<file path="config.mk">
export PLATFORM = sky130hd
export DESIGN_NAME = split_counter_reader
export DESIGN_NICKNAME = d
export VERILOG_FILES = /design/src/rtl/scr_pkg.sv /design/src/rtl/scr_sequencer.sv /design/src/rtl/scr_resolver.sv /design/src/rtl/scr_retry_ctl.sv /design/src/rtl/split_counter_reader.sv
export SDC_FILE = /design/constraint.sdc
export NUM_CORES = 1
export LEC_CHECK = 0
export ABC_AREA = 1
export BUFFER_PORTS_ARGS = -buffer_cell sky130_fd_sc_hd__buf_4
export CAP_MARGIN = 5
export CORE_MARGIN = 1.5
export CORE_UTILIZATION = 32
export DETAILED_ROUTE_END_ITERATION = 10
export GPL_TIMING_DRIVEN = 1
export HOLD_SLACK_MARGIN = 0.02
export SLEW_MARGIN = 10
export SYNTH_ARGS = -nofsm -noshare
export SYNTH_HDL_FRONTEND = slang
export SYNTH_HIERARCHICAL = 1
export SYNTH_SLANG_ARGS = --single-unit
export TNS_END_PERCENT = 20
</file>
<file path="constraint.sdc">
create_clock -name clk -period 1.5 [get_ports clk]
set_input_delay 0.075 -clock clk [delete_from_list [all_inputs] [get_ports clk]]
set_output_delay 0.075 -clock clk [all_outputs]
set_load 0.01 [all_outputs]
</file>
<file path="src/rtl/scr_pkg.sv">
package scr_pkg;

    localparam int HALF_W = 32;
    localparam int WORD_W = 2 * HALF_W;

    localparam logic SEL_LO = 1'b0;
    localparam logic SEL_HI = 1'b1;

    typedef enum logic [2:0] {
        PH_IDLE = 3'd0,
        PH_HI_A = 3'd1,
        PH_LO   = 3'd2,
        PH_HI_B = 3'd3,
        PH_EVAL = 3'd4
    } phase_e;

    typedef enum logic {
        POL_CARRY = 1'b0,
        POL_RETRY = 1'b1
    } policy_e;

    typedef struct packed {
        logic [HALF_W-1:0] hi_a;
        logic [HALF_W-1:0] lo;
        logic [HALF_W-1:0] hi_b;
    } snap_t;

    typedef struct packed {
        logic              agree;
        logic              usable;
        logic [WORD_W-1:0] word;
    } verdict_t;

    // Decide which upper sample belongs with the single lower sample.
    function automatic verdict_t judge(snap_t s, policy_e p);
        verdict_t          v;
        logic [HALF_W-1:0] upper;
        v.agree  = (s.hi_a == s.hi_b);
        v.usable = v.agree || (p == POL_CARRY);
        if (v.agree)
            upper = s.hi_a;
        else if (s.lo[HALF_W-1])
            upper = s.hi_a;   // lower sampled just before its wrap
        else
            upper = s.hi_b;   // lower sampled just after its wrap
        v.word = {upper, s.lo};
        return v;
    endfunction

endpackage

</file>
<file path="src/rtl/scr_sequencer.sv">
module scr_sequencer
    import scr_pkg::*;
(
    input  logic              clk,
    input  logic              rst,
    input  logic              start,
    input  logic              retry_mode,
    input  logic              again,
    input  logic              rd_valid,
    input  logic [HALF_W-1:0] rd_data,
    output logic              rd_req,
    output logic              rd_sel,
    output logic              busy,
    output logic              start_ok,
    output logic              in_eval,
    output snap_t             snap,
    output policy_e           policy
);

    phase_e phase;

    assign rd_req   = (phase == PH_HI_A) || (phase == PH_LO) || (phase == PH_HI_B);
    assign rd_sel   = ((phase == PH_HI_A) || (phase == PH_HI_B)) ? SEL_HI : SEL_LO;
    assign busy     = (phase != PH_IDLE);
    assign start_ok = start && (phase == PH_IDLE);
    assign in_eval  = (phase == PH_EVAL);

    always_ff @(posedge clk) begin
        if (rst) begin
            phase  <= PH_IDLE;
            snap   <= '0;
            policy <= POL_CARRY;
        end else begin
            case (phase)
                PH_IDLE: begin
                    if (start) begin
                        phase  <= PH_HI_A;
                        policy <= policy_e'(retry_mode);
                    end
                end
                PH_HI_A: begin
                    if (rd_valid) begin
                        snap.hi_a <= rd_data;
                        phase     <= PH_LO;
                    end
                end
                PH_LO: begin
                    if (rd_valid) begin
                        snap.lo <= rd_data;
                        phase   <= PH_HI_B;
                    end
                end
                PH_HI_B: begin
                    if (rd_valid) begin
                        snap.hi_b <= rd_data;
                        phase     <= PH_EVAL;
                    end
                end
                PH_EVAL: begin
                    phase <= again ? PH_HI_A : PH_IDLE;
                end
                default: phase <= PH_IDLE;
            endcase
        end
    end

    // a pending request keeps its half select until it is served
    a_r2_req_hold: assert property (@(posedge clk) disable iff (rst)
        (rd_req && !rd_valid) |=> (rd_req && $stable(rd_sel)));

    // the second upper read is entered only from the lower read
    a_r1_order: assert property (@(posedge clk) disable iff (rst)
        (phase == PH_HI_B && $past(phase) != PH_HI_B) |-> ($past(phase) == PH_LO));

    // a served lower read is never followed by another lower request
    a_r6_single_low: assert property (@(posedge clk) disable iff (rst)
        (rd_req && rd_valid && rd_sel == SEL_LO) |=> !(rd_req && rd_sel == SEL_LO));

    // a start during an unserved read leaves the read in place
    a_r9_start_ignored: assert property (@(posedge clk) disable iff (rst)
        (phase == PH_LO && start && !rd_valid) |=> (phase == PH_LO));

endmodule

</file>
<file path="src/rtl/scr_resolver.sv">
module scr_resolver
    import scr_pkg::*;
(
    input  snap_t             snap,
    input  policy_e           policy,
    output logic              agree,
    output logic              usable,
    output logic [WORD_W-1:0] word
);

    verdict_t v;

    always_comb begin
        v      = judge(snap, policy);
        agree  = v.agree;
        usable = v.usable;
        word   = v.word;
    end

    // the assembled word always carries the single lower sample
    always_comb begin
        a_r6_low_kept: assert (word[HALF_W-1:0] == snap.lo);
    end

endmodule

</file>
<file path="src/rtl/scr_retry_ctl.sv">
module scr_retry_ctl #(
    parameter int RETRY_MAX = 8,
    localparam int CNT_W = $clog2(RETRY_MAX + 2)
) (
    input  logic clk,
    input  logic rst,
    input  logic start_ok,
    input  logic in_eval,
    input  logic usable,
    output logic again,
    output logic error
);

    logic [CNT_W-1:0] tries;
    logic             spent;
    logic             give_up;

    assign spent   = (tries == CNT_W'(RETRY_MAX));
    assign again   = in_eval && !usable && !spent;
    assign give_up = in_eval && !usable && spent;

    always_ff @(posedge clk) begin
        if (rst) begin
            tries <= '0;
            error <= 1'b0;
        end else if (start_ok) begin
            tries <= '0;
            error <= 1'b0;
        end else begin
            if (again)
                tries <= tries + 1'b1;
            if (give_up)
                error <= 1'b1;
        end
    end

    // the retry count never passes its limit
    a_r8_tries_bound: assert property (@(posedge clk) disable iff (rst)
        tries <= CNT_W'(RETRY_MAX));

    // giving up raises the error flag on the next cycle
    a_r8_error_raised: assert property (@(posedge clk) disable iff (rst)
        give_up |=> error);

endmodule

</file>
<file path="src/rtl/split_counter_reader.sv">
module split_counter_reader
    import scr_pkg::*;
#(
    parameter int RETRY_MAX = 8
) (
    input  logic              clk,
    input  logic              rst,
    input  logic              start,
    input  logic              retry_mode,
    output logic              rd_req,
    output logic              rd_sel,
    input  logic              rd_valid,
    input  logic [HALF_W-1:0] rd_data,
    output logic              busy,
    output logic              done,
    output logic [WORD_W-1:0] result,
    output logic              error
);

    snap_t             snap;
    policy_e           policy;
    logic              start_ok;
    logic              in_eval;
    logic              again;
    logic              agree;
    logic              usable;
    logic [WORD_W-1:0] word;

    scr_sequencer u_seq (
        .clk        (clk),
        .rst        (rst),
        .start      (start),
        .retry_mode (retry_mode),
        .again      (again),
        .rd_valid   (rd_valid),
        .rd_data    (rd_data),
        .rd_req     (rd_req),
        .rd_sel     (rd_sel),
        .busy       (busy),
        .start_ok   (start_ok),
        .in_eval    (in_eval),
        .snap       (snap),
        .policy     (policy)
    );

    scr_resolver u_res (
        .snap   (snap),
        .policy (policy),
        .agree  (agree),
        .usable (usable),
        .word   (word)
    );

    scr_retry_ctl #(.RETRY_MAX(RETRY_MAX)) u_retry (
        .clk      (clk),
        .rst      (rst),
        .start_ok (start_ok),
        .in_eval  (in_eval),
        .usable   (usable),
        .again    (again),
        .error    (error)
    );

    always_ff @(posedge clk) begin
        if (rst) begin
            result <= '0;
            done   <= 1'b0;
        end else begin
            done <= 1'b0;
            if (in_eval && usable) begin
                result <= word;
                done   <= 1'b1;
            end
        end
    end

    // done never lasts beyond one cycle
    a_r10_done_pulse: assert property (@(posedge clk) disable iff (rst)
        done |=> !done);

    // the result register moves only together with done
    a_r10_result_hold: assert property (@(posedge clk) disable iff (rst)
        !$stable(result) |-> done);

    // an error outcome never comes with a done strobe
    a_r8_no_done_on_error: assert property (@(posedge clk) disable iff (rst)
        error |-> !done);

    // a discarded attempt restarts with an upper-half request
    a_r7_restart_upper: assert property (@(posedge clk) disable iff (rst)
        again |=> (rd_req && rd_sel == SEL_HI));

    // matching upper samples are accepted under either policy
    a_r3_agree_accepted: assert property (@(posedge clk) disable iff (rst)
        (in_eval && agree) |=> done);

endmodule

</file>
# After elaboration in Yosys (flattened, before gate mapping)
# Index checks and enable logic that the tools add are counted.
[totals] out_inout_bits=69 in_bits=37 register_bits=170 wordCells=50
[op_classes] bitwise_logic=1 n_mux=10 add_sub_neg=1 n_eq_ne=10 n_reduce_logical=19
[op_table] operator="32-bit 2-to-1 mux" n=2
[op_table] operator="32-bit equality test" n=1
[op_table] operator="3-bit case mux with 5 select lines" n=1
[op_table] operator="3-bit 2-to-1 mux" n=4
[op_table] operator="2-bit != test, second input constant" n=4
[op_table] operator="2-bit AND reduction" n=4
[op_table] operator="3-bit by 2-bit equality test with 1-bit output, second input constant" n=2
[op_table] operator="1-bit logical AND" n=5
[op_table] operator="4-bit by 1-bit adder with 4-bit output, second input constant" n=1
[op_table] operator="4-bit equality test, second input constant" n=1
[op_table] operator="1-bit logical OR" n=4
[op_table] operator="4-bit AND reduction" n=1
[op_table] operator="3-bit by 1-bit equality test with 1-bit output, second input constant" n=1
[op_table] operator="3-bit equality test, second input constant" n=1
[op_table] operator="3-bit logical NOT" n=1
[op_table] operator="1-bit 2-to-1 mux" n=3
[op_table] operator="3-bit nonzero test" n=1
[op_table] operator="1-bit logical NOT" n=2
[op_table] operator="2-bit OR reduction" n=1
[op_table] operator="1-bit NOT" n=1

# Depth between registers and ports, before layout
# Gate-level depths: netlist of run 1.
[logic_depth] word_depth=7 mapped_depth=15 depth_no_buf=14

# By module
# Netlist of run 1, hierarchy kept.
[by_module_without_submodules] module="scr_sequencer" cells_per_inst=456 seq_area_each_um2=2001.9 instances=1 area_each_um2=3558.4
[by_module_without_submodules] module="split_counter_reader" cells_per_inst=408 seq_area_each_um2=1301.2 instances=1 area_each_um2=2668.8
[by_module_without_submodules] module="scr_resolver" cells_per_inst=179 seq_area_each_um2=0.0 instances=1 area_each_um2=1197.4
[by_module_without_submodules] module="scr_retry_ctl" cells_per_inst=41 seq_area_each_um2=100.1 instances=1 area_each_um2=284.0

# Worst setup path before layout of run 1
# Ideal clock, no wire load.
[synth_timing] path_type="reg2reg" from="register u_seq/snap[68] (netlist name)" to="register result[60]" setup_ns=0.113 slack_ns=-0.077 n_path_buf=2 synth_period_minus_slack_ns=1.577 stages_incl_launch_ff=13 arrival_ns=1.464 required_ns=1.387 path_cell_list="dfxtp_1 -> xnor2_1 -> nand2_1 -> nor2_1 -> nand2_1 -> nor2_1 -> nand2_1 -> nand2_1 -> nand2_1 -> buf_4 -> buf_4 -> nor2_1 -> nor2_1"
[synth_between] elab_chain_len=3 word_cells_on_any_way=4 cone_classes="eq/ne: 1; mux: 1; reduce/logical: 2"
[synth_rtl] item="32-bit equality test" line="scr_pkg.sv:38" rtl="v.agree = (s.hi_a == s.hi_b);"
[synth_rtl] item="1-bit logical OR" line="scr_pkg.sv:39" rtl="v.usable = v.agree || (p == POL_CARRY);"
[synth_rtl] item="via usable" line="split_counter_reader.sv:26" rtl="logic usable;"
[synth_rtl] item="1-bit logical AND" line="split_counter_reader.sv:70" rtl="if (in_eval && usable) begin"
[synth_rtl] item="end signal, assigned" line="split_counter_reader.sv:71" rtl="result <= word;"
[synth_rtl] item="end, declared" line="split_counter_reader.sv:16" rtl="output logic [WORD_W-1:0] result,"
# The timed path passes the listed nets, and every way through them passes these cells.
# A chain may end at the register's enable or synchronous reset.

# Worst setup path after layout of run 1
[layout_timing] from="register u_seq/snap[2] (netlist name)" to="register result[20]"
[layout_between] elab_chain_len=3
[layout_rtl] item="32-bit equality test" line="scr_pkg.sv:38"
[layout_rtl] item="1-bit logical OR" line="scr_pkg.sv:39"
[layout_rtl] item="via usable" line="split_counter_reader.sv:26"
[layout_rtl] item="1-bit logical AND" line="split_counter_reader.sv:70"
# The timed path passes the listed nets, and every way through them passes these cells.

==> results of run 1 <==
==> metal layers <==
layer / up-vias / share of wire / GRT usage
li1: 3544 / - / -
met1: 2934 / 0.49 / 0.224
met2: 135 / 0.44 / 0.251
met3: 22 / 0.048 / 0.0391
met4: 0 / 0.018 / 0.0547
met5: - / 0 / 0
==> power by group through the flow <==
stage | registers [µW] | logic (µW) | clock network, µW
after floorplan | 5000 | 980 | 0
after global placement | 5000 | 1470 | 0
after detailed placement | 5010 | 1480 | 0
after CTS | 4920 | 1610 | 5020
after global routing | 4960 | 1800 | 5230
final | 4920 | 1630 | 4890
==> metrics by stage <==
stage	hold WS [ps]	instance area [µm²]	power (µW)	utilization
floorplan	144	7720	5980	-
global placement	312	8920	6470	0.379
detailed placement	314	8920	6490	0.379
CTS	400	10000	11500	0.425
global route	424	10100	12000	0.430
finish	440	10100	11400	0.430
==> cells in the final DEF, fill, tap and decap left out, drive strengths merged <==
cell type    count
a21boi           1
a21oi            6
buf            174
bufinv           5
clkbuf          23
clkinv           4
clkinvlp         1
dfxtp          170
dlygate4sd3     36
ha               2
inv            101
mux2            23
nand2          207
nand3           12
nor2           346
nor3             2
o211ai           1
o21ai          105
xnor2           23
==> registers in the layout (all words and copies together) (netlist names) <==
signal / flops
u_retry/error: 1
result: 64
u_retry/tries: 4
u_seq/phase: 3
done: 1
u_seq/snap: 96
u_seq/policy: 1
==> repair_timing <==
action                                  in CTS  in global routing
gates resized for setup                     22                 25
hold buffers                                36                  0
cloned                                       0                  2
hold endpoints to repair                   104                  0
setup buffers                                0                  0
pin swaps                                    3                  3
endpoints found under the setup margin      71                108
==> area by class of cell <==
cell class / instances / area, µm² / share of cell area
clock buffers: 21 / 470 / 0.0465
clock inverters: 11 / 190 / 0.0188
inverters: 100 / 375 / 0.0371
multi-input cells: 728 / 3430 / 0.339
flip-flops and latches: 170 / 3440 / 0.340
well taps: 319 / 399 / 0.0395
repair buffers: 212 / 1820 / 0.179
==> worst min-delay path by stage <==
| stage | startpoint | endpoint | cells after the start |
|---|---|---|---|
| after global placement | rst | u_seq/policy | 2 |
| after detailed placement | rst | u_seq/policy | 2 |
| after global routing | rst | u_seq/phase[2] | 3 |
| after floorplan | rst | u_seq/phase[1] | 1 |
| after CTS | rst | u_seq/policy | 3 |
| final | rst | u_seq/policy | 3 |
==> tightest hold or removal path, cell delays in order <==
cell and delay [ps]:
dlygate4sd3_1 530, buf_4 160, a21oi_1 50
==> results.txt, run 1 <==
----------------------------------------------------
[Floorplan]
  Chip Height ... 158 µm
  Full die area ... 25000 µm²
  Row Count ... 56
  CORE AREA ... 23500 µm²
  Horizontal extent of the die ... 158 µm
  Starting density of the core ... 0.327
  Ports ... 106

[STA]
  Final setup violating endpoints ... 71
  Hold violation total from the final report ... 0
  Transition time of the tightest slew-check pin ... 720 ps
  Final worst clock skew ... 7.32 ps
  Minimum period implied by the final worst setup slack ... 1720 ps
  Unrepaired setup endpoints after global routing ... yes
  Setup TNS ... -13440 ps
  Share of the clock period used by the worst path after layout ... 1.15
  FMAX ... 580 MHz
  Worst max-slew margin expressed relative to the limit ... 0.520
  Final worst-path setup slack ... -223 ps
  Final Max Slew Viols ... 0

[Run status]
  Violations in the final reports ... setup timing
  Status ... complete, but fails checks

[Synthesis]
  Nets in the synthesized netlist ... 1122
  Average footprint of a synthesized cell ... 7.11 µm²
  Count of warnings emitted by yosys ... 6
  Number of instances in the synthesized netlist ... 1083
  Post-Synthesis Cell Area ... 7700 µm²

[Final layout]
  NumNets Final ... 1268
  Layout Area Growth over Synthesis ... 31.3%
  Post-route insts no fill ... 1561
  Ratio of cells with drive above 1 in the final layout ... 0.242
  Total inserted antenna cells ... 0
  Filler cells ... 2404

[Clock tree]
  Buffer depth of the longest clock path ... 2
  Clock tree from TritonCTS ... yes
  Root buffer selected by CTS ... clkbuf_16
  Cts bufs inserted ... 17
  H-tree level count ... 4
  Clock-pin transition on the worst setup and hold timing paths ... 60 ps
  Clock latency of the later-clocked register in the worst-skew pair ... 430 ps
  Sinks on the clock net ... 170

[Global route]
  Global-route wire length before repair ... 31800 µm
  Maximum number of pins on one net before global-route repair ... 63
  Via count of the first global-routing pass ... 6132
  Grt ovf ... 0
  Number of antenna violations at the first check in global routing ... 0
  Total global-route track usage ... 0.164

[Detailed routing]
  Total wire length ... 20100 µm
  DRC Markers ... 0
  Routed Antenna Nets ... 0
  Via count normalized by instance count ... 4.25
  Router iterations before antenna repair ... 4
  Count of vias placed by the detailed router ... 6635
  Routed length per placed instance ... 12.9 µm
  DR iter-0 viols ... 413

[Setup path]
  Critical path arrival ... 2090 ps
  Cell depth of the worst flop-to-flop path ... 12
  Capture point of the critical path ... result[20]
  Crit path from ... u_seq/snap[2]
  Internal reg-to-reg setup slack ... -220 ps
  Crit path max-delay cell type ... dfxtp_2
  Startpoint types ... flip-flop
  Destination of the worst register-to-register timing path ... result[20]
  Kind of cell adding the most delay to the critical path ... simple AND/OR/NAND/NOR gates
  Dominant cell type by count on the critical path ... nand2_1
  Cell-by-cell trace of the critical path ... xnor2_2 > nand2_1 > nor2_1 > nand2_1 > nor2_4 > nand2_2 > nand2_4 > nand2_8 > clkbuf_16 > nand2_1 > nand2_1 > nor2_1
  Endpoint type of the worst setup path ... flip-flop
  Number of buffers and inverters on the critical path ... 1
  CP required ... 1870 ps
  CP Depth ... 12
  Slowest cell delay on critical path ... 330 ps
  Critical Path Fanout Max ... 31
  Worst flop-to-flop path startpoint ... u_seq/snap[2]
  Critical path start-end classification ... flip-flop to flip-flop

[Place]
  Number of placed instances, taps included ... 1491
  Setup WS pre-CTS ... -328 ps
  Number of buffers added on ports ... 105
  Final HPWL from detailed placement ... 13300 µm
  Global placement routability congestion ... 0.803

[Min path]
  Classification of the worst-slack hold path ... input port to flip-flop

[Pwr]
  Peak supply drop ... 0.748 mV
  Power Density ... 1130 nW/µm²
  Switching part of the total power ... 0.248
  Switching power total ... 2840 µW
  Fraction of power consumed by combinational cells ... 0.142
  Static Leakage ... 0.00503 µW
  Internal power contribution ... 8600 µW
  Clock power frac ... 0.427
  Power share of the sequential group ... 0.430

[Job]
  Max-cap viol count ... 0

----------------------------------------------------
Power figures use the tool's default switching activity.
==> run 2, diff against run 1 <==
--- a/config.mk
+++ b/config.mk
@@ -9,10 +9,12 @@
 export BUFFER_PORTS_ARGS = -buffer_cell sky130_fd_sc_hd__buf_4
 export CAP_MARGIN = 5
 export CORE_MARGIN = 1.5
-export CORE_UTILIZATION = 32
+export CORE_UTILIZATION = 52
 export DETAILED_ROUTE_END_ITERATION = 10
 export GPL_TIMING_DRIVEN = 1
 export HOLD_SLACK_MARGIN = 0.02
+export PLACE_DENSITY = 0.76
+export SKIP_CTS_REPAIR_TIMING = 1
 export SLEW_MARGIN = 10
 export SYNTH_ARGS = -nofsm -noshare
 export SYNTH_HDL_FRONTEND = slang
==> run 2 against run 1 <==
The flow finishes with violations (hold timing, setup timing). Total power down 4.7%. Clock power is 12% lower. Global-route usage grew 7.1 points. Hold slack got worse by 450 ps. Non-clock buffer count up 2. Via count up 6.5%. First-iteration DRC count up 23%. Die area fell by 38%. Clock skew barely moved. Maximum frequency down 4.6%. Utilization rose by 26 points. Worst setup slack lost 83 ps. Largest cell class is now multi-input gates.
==> results.txt, run 2 (same netlist as run 1, synthesis figures left out) <==
----------------------------------------------------
[Run status]
  Status ... complete, but fails checks (unchanged)
  Violations in the final reports ... hold timing, setup timing (was setup timing)

[STA]
  Final Max Slew Viols ... 0 (unchanged)
  Minimum period implied by the final worst setup slack ... 1810 ps (was 1720 ps)
  Unrepaired setup endpoints after global routing ... yes (unchanged)
  Setup TNS ... -17850 ps (was -13440 ps)
  Worst Hold Slack ... -7.49 ps (was 440 ps)
  Transition time of the tightest slew-check pin ... 664 ps (was 720 ps)
  Worst max-slew margin expressed relative to the limit ... 0.557 (was 0.520)
  FMAX ... 554 MHz (was 580 MHz)
  Hold violation total from the final report ... 1 (was 0)
  Share of the clock period used by the worst path after layout ... 1.20 (was 1.15)
  Final worst clock skew ... 7.09 ps (was 7.32 ps)
  Final worst-path setup slack ... -306 ps (was -223 ps)
  Final setup violating endpoints ... 73 (was 71)

[Global route]
  Maximum number of pins on one net before global-route repair ... 54 (was 63)
  Number of antenna violations at the first check in global routing ... 1 (was 0)
  Total global-route track usage ... 0.235 (was 0.164)
  Via count of the first global-routing pass ... 6278 (was 6132)
  Global-route wire length before repair ... 29900 µm (was 31800 µm)
  Grt ovf ... 0 (unchanged)

[Place]
  Final HPWL from detailed placement ... 11900 µm (was 13300 µm)
  Cell area reported after detailed placement ... 8730 µm² (was 8920 µm²)
  Global placement routability congestion ... 0.847 (was 0.803)
  Number of buffers added on ports ... 105 (unchanged)
  Setup WS pre-CTS ... -201 ps (was -328 ps)

[Pwr]
  Power share of the sequential group ... 0.453 (was 0.430)
  Clock power frac ... 0.394 (was 0.427)
  Power Density ... 1090 nW/µm² (was 1130 nW/µm²)
  Switching power total ... 2810 µW (was 2840 µW)
  Fraction of power consumed by combinational cells ... 0.153 (was 0.142)
  Internal power contribution ... 8090 µW (was 8600 µW)
  Static Leakage ... 0.00505 µW (was 0.00503 µW)
  Switching part of the total power ... 0.258 (was 0.248)
  Peak supply drop ... 0.829 mV (was 0.748 mV)

[Final layout]
  Layout Area Growth over Synthesis ... 29.5% (was 31.3%)
  Leading cell type in the layout, fill and taps excluded ... nor2_1 (unchanged)
  Ratio of cells with drive above 1 in the final layout ... 0.249 (was 0.242)
  Sequential Area ... 3440 µm² (about the same)
  Area taken by multi-input logic gates ... 3450 µm² (was 3430 µm²)
  Largest register FFs ... 96 (unchanged)
  Filler cells ... 1146 (was 2404)
  Top flop regs ... u_seq/snap: 96 flops, result: 64 flops, u_retry/tries: 4 flops (unchanged)
  Register bank with the most flops ... u_seq/snap (unchanged)
  Final Util ... 0.689 (was 0.430)
  Leading cell types in the layout, fill and taps excluded ... nor2_1 (334), nand2_1 (189), buf_4 (163), dfxtp_1 (139), o21ai_0 (95) (was nor2_1 (326), nand2_1 (198), buf_4 (166), dfxtp_1 (142), o21ai_0 (96))
  Design Area, Final ... 9980 µm² (was 10100 µm²)
  NumNets Final ... 1271 (was 1268)

[Floorplan]
  Ports ... 106 (unchanged)
  Row Count ... 44 (was 56)
  Starting density of the core ... 0.532 (was 0.327)
  CORE AREA ... 14500 µm² (was 23500 µm²)
  Horizontal extent of the die ... 125 µm (was 158 µm)
  Chip Height ... 125 µm (was 158 µm)
  Full die area ... 15600 µm² (was 25000 µm²)

[Job]
  Max-cap viol count ... 0 (unchanged)

[Clock tree]
  Cts bufs inserted ... 17 (unchanged)
  Root buffer selected by CTS ... clkbuf_16 (unchanged)
  Clock-pin transition on the worst setup and hold timing paths ... 60 ps (about the same)
  Sinks on the clock net ... 170 (unchanged)
  Clock tree from TritonCTS ... yes (unchanged)
  Buffer depth of the longest clock path ... 2 (unchanged)
  Clock latency of the later-clocked register in the worst-skew pair ... 430 ps (about the same)
  H-tree level count ... 4 (unchanged)

[Setup path]
  Critical path arrival ... 2170 ps (was 2090 ps)
  Critical path start-end classification ... flip-flop to flip-flop (unchanged)
  Endpoint type of the worst setup path ... flip-flop (unchanged)
  CP required ... 1860 ps (was 1870 ps)
  Startpoint types ... flip-flop (unchanged)
  Critical Path Fanout Max ... 7 (was 31)

[Detailed routing]
  Total wire length ... 20400 µm (was 20100 µm)
  DR iter-0 viols ... 507 (was 413)
  DRC Markers ... 0 (unchanged)
  Routed Antenna Nets ... 0 (unchanged)
  Count of vias placed by the detailed router ... 7069 (was 6635)
  Via count normalized by instance count ... 4.94 (was 4.25)
  Router iterations before antenna repair ... 5 (was 4)
  Routed length per placed instance ... 14.2 µm (was 12.9 µm)

[Min path]
  Classification of the worst-slack hold path ... input port to flip-flop (unchanged)

----------------------------------------------------
[run 2: cell types whose count changed in the layout (fill, tap and decap cells not counted), moves of 4 or more]
cell,previous run,this run
nand2_1,198,189
nor2_2,17,10
nand2_2,7,16
nor2_1,326,334
clkinv_2,3,7
[run 2: worst max-delay path, stage by stage (launching register included)]
cell,delay [ps]
dfxtp_2,330
xnor2_2,150
nand2_1,100
nor2_2,140
nand2_2,70
nor2_2,140
nand2_2,100
nand2_4,140
nand2_4,130
clkbuf_16,190
nand2_1,60
nand2_1,70
nor2_1,110
[run 2: final cells by class]
class,count,share of cell area
Sequential cell,170,0.345
Multi-Input combinational cell,729,0.346
Tap cell,184,0.0231
Clock buffer,23,0.0479
Clock inverter,9,0.00953
Timing Repair Buffer,214,0.190
Inverter,100,0.0376
Antenna cell,2,0.000502
[run 2: final timing paths]
| kind | from | endpoint | slack, ps | cells past startpoint |
|---|---|---|---|---|
| worst max-delay path | u_seq/snap[91] | result[39] | -310 | 12 |
| worst min-delay path | start | u_seq/policy | -7 | 4 |
| worst max register to register | u_seq/snap[91] | result[39] | -310 | 12 |
| worst min register to register | u_retry/error | u_retry/error | 450 | 2 |
[run 2: stage by stage]
stage                     power (µW)  std cells
final                          10900       1431
after floorplan                 5980       1083
after global routing           11300       1430
after global placement          6440       1356
after CTS                      10700       1388
after detailed placement        6470       1356
[run 2: per-layer routing]
metal  track usage  vias up  wire, µm
met5             0        -         0
met4        0.0879        0       640
met3        0.0541       59      1320
met2         0.374      255      9180
met1         0.312     3203      9210
li1              -     3552         -
[run 2: power by group through the flow]
stage,clock network (µW),registers (µW),logic (µW)
after CTS,4320,4910,1480
after global placement,0,5000,1440
after global routing,4530,4960,1840
final,4300,4940,1670
after floorplan,0,5000,980
after detailed placement,0,5010,1460
==> run 3, diff against run 2 <==
--- a/config.mk
+++ b/config.mk
@@ -13,7 +13,7 @@
 export DETAILED_ROUTE_END_ITERATION = 10
 export GPL_TIMING_DRIVEN = 1
 export HOLD_SLACK_MARGIN = 0.02
-export PLACE_DENSITY = 0.76
+export PLACE_DENSITY = 0.82
 export SKIP_CTS_REPAIR_TIMING = 1
 export SLEW_MARGIN = 10
 export SYNTH_ARGS = -nofsm -noshare
==> run 3 against run 2 <==
The flow finishes with violations (setup timing). Final area increased by 1.9%. Global-route usage increased by 0.43 points. First-iteration DRC count increased by 26%. Sequential power about the same. Non-clock buffer count increased by 9. Sequential share of layout area decreased by 0.71 points. Maximum frequency decreased by 8.2%. Flip-flop and latch count unchanged. Critical path depth increased by 2. Total power increased by 4.2%. Register-to-register slack got worse by 160 ps. Clock skew increased by 5.6 ps. Largest cell class unchanged. Largest power group unchanged.
==> results.txt, run 3 (same netlist as run 1, synthesis figures left out) <==
----------------------------------------------------
[Run status]
  Status ... complete, but fails checks (unchanged)
  Violations in the final reports ... setup timing (was hold timing, setup timing)

[Clock tree]
  H-tree level count ... 4 (unchanged)
  Sinks on the clock net ... 170 (unchanged)
  Clock tree from TritonCTS ... yes (unchanged)
  Buffer depth of the longest clock path ... 2 (unchanged)
  Cts bufs inserted ... 17 (unchanged)
  Clock-pin transition on the worst setup and hold timing paths ... 60 ps (about the same)
  Root buffer selected by CTS ... clkbuf_16 (unchanged)
  Clock latency of the later-clocked register in the worst-skew pair ... 420 ps (was 430 ps)

[Global route]
  Grt ovf ... 0 (unchanged)
  Via count of the first global-routing pass ... 6368 (was 6278)
  Total global-route track usage ... 0.239 (was 0.235)
  Global-route wire length before repair ... 30300 µm (was 29900 µm)
  Maximum number of pins on one net before global-route repair ... 54 (unchanged)
  Number of antenna violations at the first check in global routing ... 0 (was 1)

[Detailed routing]
  Routed length per placed instance ... 15.2 µm (was 14.2 µm)
  Detailed-routing wirelength on met1 ... 8950 µm (was 9210 µm)
  Routed Antenna Nets ... 0 (unchanged)
  DRC Markers ... 0 (unchanged)
  Via count normalized by instance count ... 5.15 (was 4.94)
  Count of vias placed by the detailed router ... 7389 (was 7069)
  Wire length on met3 ... 1520 µm (was 1320 µm)
  Router iterations before antenna repair ... 5 (unchanged)
  Highest metal used ... met4 (unchanged)
  Total wire length ... 21800 µm (was 20400 µm)
  DR iter-0 viols ... 640 (was 507)
  Met2 wire len ... 10500 µm (was 9180 µm)

[Floorplan]
  Horizontal extent of the die ... 125 µm (unchanged)
  Full die area ... 15600 µm² (unchanged)
  Ports ... 106 (unchanged)
  Chip Height ... 125 µm (unchanged)
  Starting density of the core ... 0.532 (unchanged)
  Row Count ... 44 (unchanged)
  CORE AREA ... 14500 µm² (unchanged)

[Setup path]
  Dominant cell type by count on the critical path ... nand2_1 (unchanged)
  Critical path arrival ... 2280 ps (was 2170 ps)
  Slowest cell delay on critical path ... 340 ps (was 330 ps)
  Critical path start-end classification ... flip-flop to flip-flop (unchanged)
  Crit path max-delay cell type ... dfxtp_2 (unchanged)
  Cell-by-cell trace of the critical path ... inv_1 > nand2_1 > nand2_1 > nand2_1 > nor2_2 > nand2_1 > nor2_1 > nand2_1 > nand2_4 > buf_12 > nand2_8 > clkbuf_16 > nor2_1 > nor2_1 (was xnor2_2 > nand2_1 > nor2_2 > nand2_2 > nor2_2 > nand2_2 > nand2_4 > nand2_4 > clkbuf_16 > nand2_1 > nand2_1 > nor2_1)
  CP required ... 1810 ps (was 1860 ps)
  Endpoint type of the worst setup path ... flip-flop (unchanged)
  Critical Path Fanout Max ... 10 (was 7)
  Startpoint types ... flip-flop (unchanged)

[STA]
  Final worst-path setup slack ... -469 ps (was -306 ps)
  Final Max Slew Viols ... 0 (unchanged)
  Worst max-slew margin expressed relative to the limit ... 0.555 (was 0.557)
  Minimum period implied by the final worst setup slack ... 1970 ps (was 1810 ps)
  Unrepaired setup endpoints after global routing ... yes (unchanged)
  Share of the clock period used by the worst path after layout ... 1.31 (was 1.20)
  Hold violation total from the final report ... 0 (was 1)
  Final worst clock skew ... 12.7 ps (was 7.09 ps)
  FMAX ... 508 MHz (was 554 MHz)
  Transition time of the tightest slew-check pin ... 666 ps (was 664 ps)
  Final setup violating endpoints ... 115 (was 73)
  Setup TNS ... -28770 ps (was -17850 ps)

[Place]
  Number of buffers added on ports ... 105 (unchanged)
  Number of placed instances, taps included ... 1363 (was 1356)
  Final HPWL from detailed placement ... 12700 µm (was 11900 µm)
  Setup WS pre-CTS ... -262 ps (was -201 ps)
  Global placement routability congestion ... 0.875 (was 0.847)
  Cell area reported after detailed placement ... 8820 µm² (was 8730 µm²)

[Pwr]
  Switching part of the total power ... 0.251 (was 0.258)
  Power Density ... 1120 nW/µm² (was 1090 nW/µm²)
  Fraction of power consumed by combinational cells ... 0.154 (was 0.153)
  Switching power total ... 2850 µW (was 2810 µW)
  Internal power contribution ... 8520 µW (was 8090 µW)
  Static Leakage ... 0.00511 µW (was 0.00505 µW)
  Peak supply drop ... 0.815 mV (was 0.829 mV)
  Power share of the sequential group ... 0.435 (was 0.453)
  Clock power frac ... 0.411 (was 0.394)

[Final layout]
  Final Util ... 0.702 (was 0.689)
  NumNets Final ... 1281 (was 1271)
  Leading cell types in the layout, fill and taps excluded ... nor2_1 (321), nand2_1 (190), buf_4 (171), dfxtp_1 (145), inv_1 (90) (was nor2_1 (334), nand2_1 (189), buf_4 (163), dfxtp_1 (139), o21ai_0 (95))
  Ratio of cells with drive above 1 in the final layout ... 0.259 (was 0.249)
  Register bank with the most flops ... u_seq/snap (unchanged)
  Design Area, Final ... 10200 µm² (was 9980 µm²)
  Leading cell type in the layout, fill and taps excluded ... nor2_1 (unchanged)
  Layout Area Growth over Synthesis ... 31.9% (was 29.5%)
  Largest register FFs ... 96 (unchanged)
  Post-route insts no fill ... 1436 (was 1431)
  Top flop regs ... u_seq/snap: 96 flops, result: 64 flops, u_retry/tries: 4 flops (unchanged)
  Total inserted antenna cells ... 0 (was 2)

[Min path]
  Classification of the worst-slack hold path ... input port to flip-flop (unchanged)

[Job]
  Max-cap viol count ... 0 (unchanged)

----------------------------------------------------
[run 3: changes by cell type in the layout (fill, tap and decap cells not counted), moves of 2 or more]
cell / delta
nor2_1: -13
clkbuf_8: -2
o21ai_1: +10
clkinv_2: -4
buf_12: +4
dfxtp_2: -6
o21ai_0: -10
nor2_2: +12
buf_6: -3
buf_4: +8
diode_2: -2
bufinv_16: +3
dfxtp_1: +6
[run 3: layout make-up]
class	count	area [µm²]
clock buffers	20	447
inverters	100	375
repair buffers	223	2000
clock inverters	9	173
well taps	184	230
fillers	1033	4320
flip-flops and latches	170	3430
multi-input cells	730	3500
[run 3: worst max-delay path, delay by kind of cell, from the launching register on]
kind,cells,cell delay (ps)
buffers and inverters,3,370
AND/OR/NAND/NOR,11,1140
flip-flops,1,340
[run 3: final timing paths]
| kind | end | startpoint | cells past startpoint | slack (ps) |
|---|---|---|---|---|
| worst min register to register | u_retry/error | u_retry/error | 2 | 460 |
| worst max-delay path | result[3] | u_seq/snap[64] | 14 | -470 |
| worst max register to register | result[3] | u_seq/snap[64] | 14 | -470 |
| worst min-delay path | u_seq/phase[2] | rst | 3 | 440 |
[run 3: through the flow]
stage / hold WS (ps) / total power, µW
global placement: 317 / 6470
floorplan: 144 / 5980
finish: 436 / 11400
detailed placement: 322 / 6510
global route: 432 / 11700
CTS: -125 / 11100
[run 3: power groups by stage]
stage               logic [µW]  registers (µW)  clock network [µW]
floorplan                  980            5000                   0
global placement          1470            5000                   0
detailed placement        1500            5010                   0
CTS                       1520            4910                4710
global route              1890            4960                4890
finish                    1750            4940                4670
[run 3: metal layers]
metal,global-route usage,vias up
met3,0.0468,80
met2,0.391,360
li1,-,3570
met5,0,-
met4,0.110,0
met1,0.306,3379
